==> config.mk <==
export PLATFORM = sky130hd
export DESIGN_NAME = nand_ready_waiter
export DESIGN_NICKNAME = d
export VERILOG_FILES = /design/src/rtl/nand_ready_waiter.sv
export SDC_FILE = /design/constraint.sdc
export NUM_CORES = 1
export LEC_CHECK = 0
export ABC_AREA = 0
export CAP_MARGIN = 30
export CELL_PAD_IN_SITES_DETAIL_PLACEMENT = 1
export CELL_PAD_IN_SITES_GLOBAL_PLACEMENT = 2
export CORE_ASPECT_RATIO = 1.5
export CORE_UTILIZATION = 31
export DETAILED_ROUTE_END_ITERATION = 12
export PLACE_DENSITY_LB_ADDON = 0.08
export SLEW_MARGIN = 5
export SYNTH_ARGS = -nofsm -noshare
export SYNTH_HDL_FRONTEND = slang
export SYNTH_SLANG_ARGS = --single-unit
==> constraint.sdc <==
create_clock -name clk -period 2.4 [get_ports clk]
set_input_delay 0.24 -clock clk [delete_from_list [all_inputs] [get_ports clk]]
set_output_delay 0.24 -clock clk [all_outputs]
set_load 0.05 [all_outputs]
==> src/rtl/nand_ready_waiter.sv <==
module nand_ready_waiter #(
  parameter int CLK_MHZ       = 100,
  parameter int TWB_NS        = 100,
  parameter int CHIP_DELAY_US = 20,
  parameter int MS_CYC        = CLK_MHZ * 1000,
  parameter int OP_MS         = 400,
  parameter int RST_MS        = 250,
  parameter int RDY_BIT       = 6,
  parameter logic [7:0] STATUS_OP = 8'h70
) (
  input  logic        clk,
  input  logic        rst_n,
  input  logic        start,
  input  logic        op_is_reset,
  input  logic        rb_present,
  input  logic        rb_ready,
  output logic        wr_valid,
  input  logic        wr_ready,
  output logic [15:0] wr_data,
  output logic        wr_cle,
  output logic        rd_req,
  input  logic        rd_valid,
  input  logic [7:0]  rd_data,
  output logic        busy,
  output logic        done,
  output logic [7:0]  status,
  output logic        timed_out,
  output logic        inconsistent
);
  localparam int TWB_RAW  = (TWB_NS * CLK_MHZ + 999) / 1000;
  localparam int TWB_CYC  = (TWB_RAW < 1) ? 1 : TWB_RAW;
  localparam int CHIP_RAW = CHIP_DELAY_US * CLK_MHZ;
  localparam int CHIP_CYC = (CHIP_RAW < TWB_CYC) ? TWB_CYC : CHIP_RAW;
  localparam int HW       = $clog2(CHIP_CYC + 1);
  localparam int PW       = $clog2(MS_CYC + 1);
  localparam int MS_MAX   = (OP_MS > RST_MS) ? OP_MS : RST_MS;
  localparam int MW       = $clog2(MS_MAX + 1);

  typedef enum logic [2:0] {S_IDLE, S_HOLD, S_CMD, S_POLL, S_FINAL} st_t;

  st_t            st;
  logic           kind_rst, pin_mode;
  logic [HW-1:0]  hold_cnt;
  logic [PW-1:0]  pre_cnt;
  logic [MW-1:0]  ms_cnt;

  wire long_path = kind_rst && !pin_mode;
  wire [HW-1:0] hold_last = long_path ? HW'(CHIP_CYC - 1) : HW'(TWB_CYC - 1);
  wire [MW-1:0] ms_limit  = long_path ? MW'(RST_MS) : MW'(OP_MS);
  wire rd_hs      = rd_req && rd_valid;
  wire ready_seen = pin_mode ? rb_ready : (rd_hs && rd_data[RDY_BIT]);

  assign busy     = (st != S_IDLE);
  assign wr_valid = (st == S_CMD);
  assign wr_cle   = (st == S_CMD);
  assign wr_data  = {8'h00, STATUS_OP};
  assign rd_req   = (st == S_FINAL) || (st == S_POLL && !pin_mode);

  always_ff @(posedge clk) begin
    if (!rst_n) begin
      st           <= S_IDLE;
      kind_rst     <= 1'b0;
      pin_mode     <= 1'b0;
      hold_cnt     <= '0;
      done         <= 1'b0;
      status       <= '0;
      timed_out    <= 1'b0;
      inconsistent <= 1'b0;
    end else begin
      done <= 1'b0;
      case (st)
        S_IDLE: if (start) begin
          kind_rst     <= op_is_reset;
          pin_mode     <= rb_present;
          hold_cnt     <= '0;
          timed_out    <= 1'b0;
          inconsistent <= 1'b0;
          st           <= S_HOLD;
        end
        S_HOLD: begin
          if (hold_cnt == hold_last) st <= S_CMD;
          else hold_cnt <= hold_cnt + 1'b1;
        end
        S_CMD: if (wr_ready) st <= S_POLL;
        S_POLL: begin
          if (ready_seen) st <= S_FINAL;
          else if (ms_cnt >= ms_limit) begin
            timed_out <= 1'b1;
            st        <= S_FINAL;
          end
        end
        S_FINAL: if (rd_hs) begin
          status       <= rd_data;
          inconsistent <= !rd_data[RDY_BIT];
          done         <= 1'b1;
          st           <= S_IDLE;
        end
        default: st <= S_IDLE;
      endcase
    end
  end

  always_ff @(posedge clk) begin
    if (!rst_n || st == S_IDLE) begin
      pre_cnt <= '0;
      ms_cnt  <= '0;
    end else if (pre_cnt == PW'(MS_CYC - 1)) begin
      pre_cnt <= '0;
      if (ms_cnt != MW'(MS_MAX)) ms_cnt <= ms_cnt + 1'b1;
    end else begin
      pre_cnt <= pre_cnt + 1'b1;
    end
  end
endmodule

==> results of run 1 <==
==> critical path: stages, from the launching register on <==
cell	delay (ns)
dfxtp_1	0.40
nand2b_1	0.20
nor2_1	0.20
clkdlybuf4s50_1	0.84
==> path summary, 6_finish.rpt <==
path                             endpoint  slack, ns      start  cells past startpoint
worst min register to register  status[2]       0.46  status[2]                      2
worst min-delay path            status[2]       0.46  status[2]                      2
worst max-delay path               wr_cle       0.22      st[2]                      3
worst max register to register      st[0]       0.26   pin_mode                      7
==> per-stage QoR <==
stage,instance area [um2],utilization,std cells,total power (uW)
4_1_cts,3180,0.381,456,1940
6_report,3180,0.381,456,1910
3_3_place_gp,3010,0.359,448,1070
5_1_grt,3180,0.381,456,1980
2_1_floorplan,2730,-,334,1040
3_5_place_dp,3010,0.359,448,1070
==> cell usage in the layout, fill, tap and decap left out, types with 9 or more instances in the layout <==
cell	count
nand3_1	17
nor3_1	9
dfxtp_1	53
xor2_1	12
nand4_1	11
a21oi_1	14
conb_1	16
clkdlybuf4s50_1	29
inv_1	10
xnor2_1	14
nand2_1	40
nor2_1	40
==> power breakdown <==
part	total, uW	switching [uW]	internal (uW)
sequential	895	9.24	885
clock	857	336	521
combinational	155	109	46.3
==> cell families after synthesis <==
family,Yosys count,share of synthesized area
other,2,0.00281
and+or+nand+nor,157,0.294
buffers and inverters,36,0.0801
AOI/OAI and AO/OA,34,0.0885
DFF,53,0.397
muxes,5,0.0192
adders and majority gates,7,0.0328
xor gates and xnor gates,26,0.0852
==> flip-flops by register name, indices dropped and copies added, names as in the netlist <==
name / cells
pin_mode: 1
hold_cnt: 11
done: 1
inconsistent: 1
status: 8
st: 3
timed_out: 1
ms_cnt: 9
pre_cnt: 17
kind_rst: 1
==> layout make-up <==
| class | instances | area [um2] | share of cell area |
|---|---|---|---|
| inverters | 10 | 37.5 | 0.0118 |
| flip-flops and latches | 53 | 1060 | 0.333 |
| well taps | 107 | 134 | 0.0420 |
| repair buffers | 33 | 325 | 0.102 |
| multi-input cells | 245 | 1450 | 0.455 |
| clock buffers | 6 | 139 | 0.0436 |
| clock inverters | 2 | 37.5 | 0.0118 |
==> metal layers <==
metal,up-vias,track usage,routed length [um]
met5,-,0,0
met4,0,0.0667,152
met3,14,0.0299,153
met2,30,0.299,3590
met1,1081,0.156,2600
li1,1128,-,-
==> what timing repair did <==
| action | 4_1_cts | 5_1_grt |
|---|---|---|
| hold buffers | 0 | 0 |
| setup endpoints to repair | 0 | 1 |
| resized for setup | 0 | 1 |
==> impl_metrics.tcl, run 1 <==
set metrics [dict create \
    status "completed" \
    async_reset_ff_frac 0 \
    drt_wl_total_mm 6.49 \
    first_pass_iters 4 \
    required_ns 2.16 \
    worst-setup-path-type "reg2out" \
    row_count 41 \
    cp_max_fo 11 \
    finalSetupTns_ns 0 \
    dieWidth_um 77.8 \
    cts_buffers 5 \
    root_buffer "clkbuf_16" \
    layout-drive-gt1-share 0.0487 \
    period_share 0.908 \
    coreArea_um2 8360 \
    clk_latency_ns 0.29 \
    postRouteAntennaNets 0 \
    grt_max_degree 17 \
    synth_top_area_share 0.397 \
    finalHoldViolations 0 \
    initial_utilization 0.320 \
    layout_setup_ws_ns 0.221 \
    path_clk_slew_ns 0.07 \
    worst_pin_slew_ns 0.617 \
    drc 0 \
    slew_viol_final 0 \
    max_freq_ghz 0.459 \
    port-buffer-count 30 \
    vias 2253 \
    synth_common_cells "dfxtp_1 (53), nand2_1 (40), nor2_1 (40)" \
    die_h_um 116 \
    via_per_inst 4.94 \
    min_period_ns 2.18 \
    hold_ws_ns 0.457 \
    end_kind "output pin" \
    crit_arrival_ns 1.94 \
    grt_pass1_vias 2328 \
    dominantRegCellSynth "dfxtp_1" \
    grtUsageTotal 0.153 \
    syn_area_per_cell_um2 8.35 \
    setup_viol 0 \
    skew_ns 0.00390 \
    cts_buffer_depth 2 \
    synth_seq_cells 53 \
    overflow 0 \
    ys_seq_area_frac 0.397 \
    wl_per_cell_um 14.2 \
    io_pins 47 \
    place_congestion 0.776 \
    syn_area_um2 2670 \
    clock_sinks 53 \
    leakage_uw 0.00111 \
    maxCapViolCount 0 \
    yosysWarnings 0 \
    htree_levels 2 \
    antenna_found_initial 0 \
    dp_hpwl_mm 4.93 \
    cts_tree "yes" \
    syn_to_final_growth_pct 19.1 \
    power_per_cell_area_nw_per_um2 599 \
    rsz0062_at_grt "no" \
    synth_edf_count 0 \
    synthCells 320 \
    cts_setup_buffers 0 \
    grt_pass1_wl_mm 10.7 \
    relSlewSlack 0.585 \
    nets 371 \
    yosysMostFrequentCell "dfxtp_1" \
    pre_cts_slack_ns 0.235 \
    hold_path.class "reg2reg" \
    yosys.area.top_type "dfxtp_1" \
    synth.distinct_cells 48 \
    cp-start-kind "register" \
    n_fill_cell 1006 \
    num_antenna_cells 0 \
    max-vdd-ir-drop_mv 0.222 \
    drt_iter0_drc 52 \
    dieArea_um2 9000 \
    yosys-top-cells-area "dfxtp_1 (40%), nand2_1 (5.6%), nor2_1 (5.6%), buf_4 (4.8%), xnor2_1 (4.6%)" \
]
No activity file was read; power rests on OpenSTA's default activity.
==> inputs of run 2 (changes only) <==
--- a/config.mk
+++ b/config.mk
@@ -11,6 +11,7 @@
 export CELL_PAD_IN_SITES_GLOBAL_PLACEMENT = 2
 export CORE_ASPECT_RATIO = 1.5
 export CORE_UTILIZATION = 31
+export CTS_CLUSTER_DIAMETER = 80
 export DETAILED_ROUTE_END_ITERATION = 12
 export PLACE_DENSITY_LB_ADDON = 0.08
 export SLEW_MARGIN = 5
==> results of run 2 <==
Same layout as run 1: the final DEF is identical, and so are final timing and power.
==> inputs of run 3 (changes only) <==
--- a/config.mk
+++ b/config.mk
@@ -8,9 +8,9 @@
 export ABC_AREA = 0
 export CAP_MARGIN = 30
 export CELL_PAD_IN_SITES_DETAIL_PLACEMENT = 1
-export CELL_PAD_IN_SITES_GLOBAL_PLACEMENT = 2
+export CELL_PAD_IN_SITES_GLOBAL_PLACEMENT = 1
 export CORE_ASPECT_RATIO = 1.5
-export CORE_UTILIZATION = 31
+export CORE_UTILIZATION = 35
 export CTS_CLUSTER_DIAMETER = 80
 export DETAILED_ROUTE_END_ITERATION = 12
 export PLACE_DENSITY_LB_ADDON = 0.08
==> impl_metrics.tcl, run 3 (synthesis results as in run 1) <==
set metrics [dict create \
    port-buffer-count 30 \
    fin_cells 451 \
    drt_wl_total_mm 6.45 \
    setup_viol 0 \
    finalSetupTns_ns 0 \
    drt_iter0_drc 94 \
    hold_buffers 0 \
    crit_arrival_ns 2.01 \
    maxCapViolCount 0 \
    n_fill_cell 916 \
    dieArea_um2 8000 \
    multiInputGateArea_um2 1450 \
    p_seq_frac 0.524 \
    initial_utilization 0.365 \
    cts_setup_buffers 0 \
    crit_buf_inv 1 \
    power_switching_uw 434 \
    antenna_found_initial 0 \
    num_antenna_cells 0 \
    grtUsageTotal 0.172 \
    grt_max_degree 17 \
    dp_hpwl_mm 4.93 \
    htree_levels 2 \
    dieWidth_um 73.4 \
    power_switching_share 0.254 \
    row_count 38 \
    grt_pass1_vias 2292 \
    overflow 0 \
    min_period_ns 2.25 \
    first_pass_iters 4 \
    seq_area_um2 1060 \
    root_buffer "clkbuf_8" \
    slew_viol_final 0 \
    cpMaxStageDelayCell "clkdlybuf4s50_1" \
    clock_sinks 53 \
    cp_max_fo 11 \
    skew_ns 0.00259 \
    placed_cells 443 \
    power_frac_comb 0.092 \
    cts_buffer_depth 2 \
    reg_top3 "pre_cnt x17, hold_cnt x11, ms_cnt x9" \
    wl_per_cell_um 14.3 \
    hold_path.class "reg2reg" \
    coreArea_um2 7320 \
    io_pins 47 \
    cts_tree "yes" \
    nets 373 \
    largest_register_ffs 17 \
    pwr-share-clk 0.384 \
    place_congestion 0.853 \
    crit_chain "nand2b_1 > nor2_1 > clkdlybuf4s50_1" \
    relSlewSlack 0.624 \
    rsz0062_at_grt "no" \
    layout_common_cells "dfxtp_1 (53), nor2_1 (40), nand2_1 (40)" \
    top_register "pre_cnt" \
    max-vdd-ir-drop_mv 0.238 \
    period_share 0.937 \
    layout-drive-gt1-share 0.0541 \
    p_int_uw 1270 \
    finalHoldViolations 0 \
    leakage_uw 0.00110 \
    cp-start-kind "register" \
    cts_buffers 5 \
    vias 2259 \
    power_per_cell_area_nw_per_um2 545 \
    die_h_um 109 \
    max_freq_ghz 0.445 \
    worst_pin_slew_ns 0.559 \
    postRouteAntennaNets 0 \
    syn_to_final_growth_pct 17.3 \
    drc 0 \
    layout_commonest_cell "dfxtp_1" \
    cts_resized 0 \
    path_delay_family "buffers and inverters" \
    max_stage_delay_ns 0.85 \
    worst-setup-path-type "reg2out" \
    required_ns 2.16 \
    path_clk_slew_ns 0.10 \
    end_kind "output pin" \
    grt_pass1_wl_mm 10.6 \
    status "completed" \
    clk_latency_ns 0.31 \
    via_per_inst 5.01 \
]
-- run 3: cell types whose count changed in the layout (fill, tap and decap cells not counted) --
cell / delta
clkbuf_16: -5
clkbuf_8: +5
buf_4: +2
-- run 3: metrics by stage --
| step | worst slack [ns] | power [uW] | cell area, um2 | util | hold WS [ns] |
|---|---|---|---|---|---|
| 4_1_cts | 0.0265 | 1730 | 3130 | 0.428 | 0.460 |
| 3_5_place_dp | 0.240 | 1070 | 3010 | 0.411 | 0.451 |
| 3_3_place_gp | 0.241 | 1070 | 3010 | 0.411 | 0.444 |
| 2_1_floorplan | 0.398 | 1040 | 2730 | - | 0.376 |
| 6_report | 0.151 | 1710 | 3130 | 0.428 | 0.461 |
| 5_1_grt | 0.00337 | 1770 | 3130 | 0.428 | 0.476 |
-- run 3: final timing paths --
kind | to | cells after the start | from | slack [ns]
max | wr_valid | 3 | st[2] | 0.15
min | status[4] | 2 | status[4] | 0.46
max reg2reg | st[0] | 7 | pin_mode | 0.31
min reg2reg | status[4] | 2 | status[4] | 0.46
-- run 3: cell type report --
class	instances	area share
Multi-Input combinational cell	245	0.463
Sequential cell	53	0.339
Timing Repair Buffer	35	0.109
Tap cell	100	0.0399
Clock buffer	6	0.0263
Clock inverter	2	0.0120
Inverter	10	0.0120
-- run 3: power groups by stage --
stage	Clock [uW]	Combinational, uW	Sequential [uW]
floorplan	0	134	911
global placement	0	157	914
detailed placement	0	158	915
CTS	676	159	895
global route	706	169	896
finish	655	157	895
-- run 3: per-layer routing --
layer | up-vias | share of wire | GRT usage
met3 | 10 | 0.022 | 0.0305
met4 | 0 | 0.015 | 0.0549
met5 | - | 0 | 0
met2 | 23 | 0.56 | 0.330
li1 | 1131 | - | -
met1 | 1095 | 0.41 | 0.185
-- run 3: worst register-to-register path, delay by kind of cell, from the launching register on --
kind,cells,cell delay (ns)
simple gates,2,0.62
flops,1,0.34
fa+ha+maj,1,0.34
buf+inv,1,0.12
compound gates,3,0.63
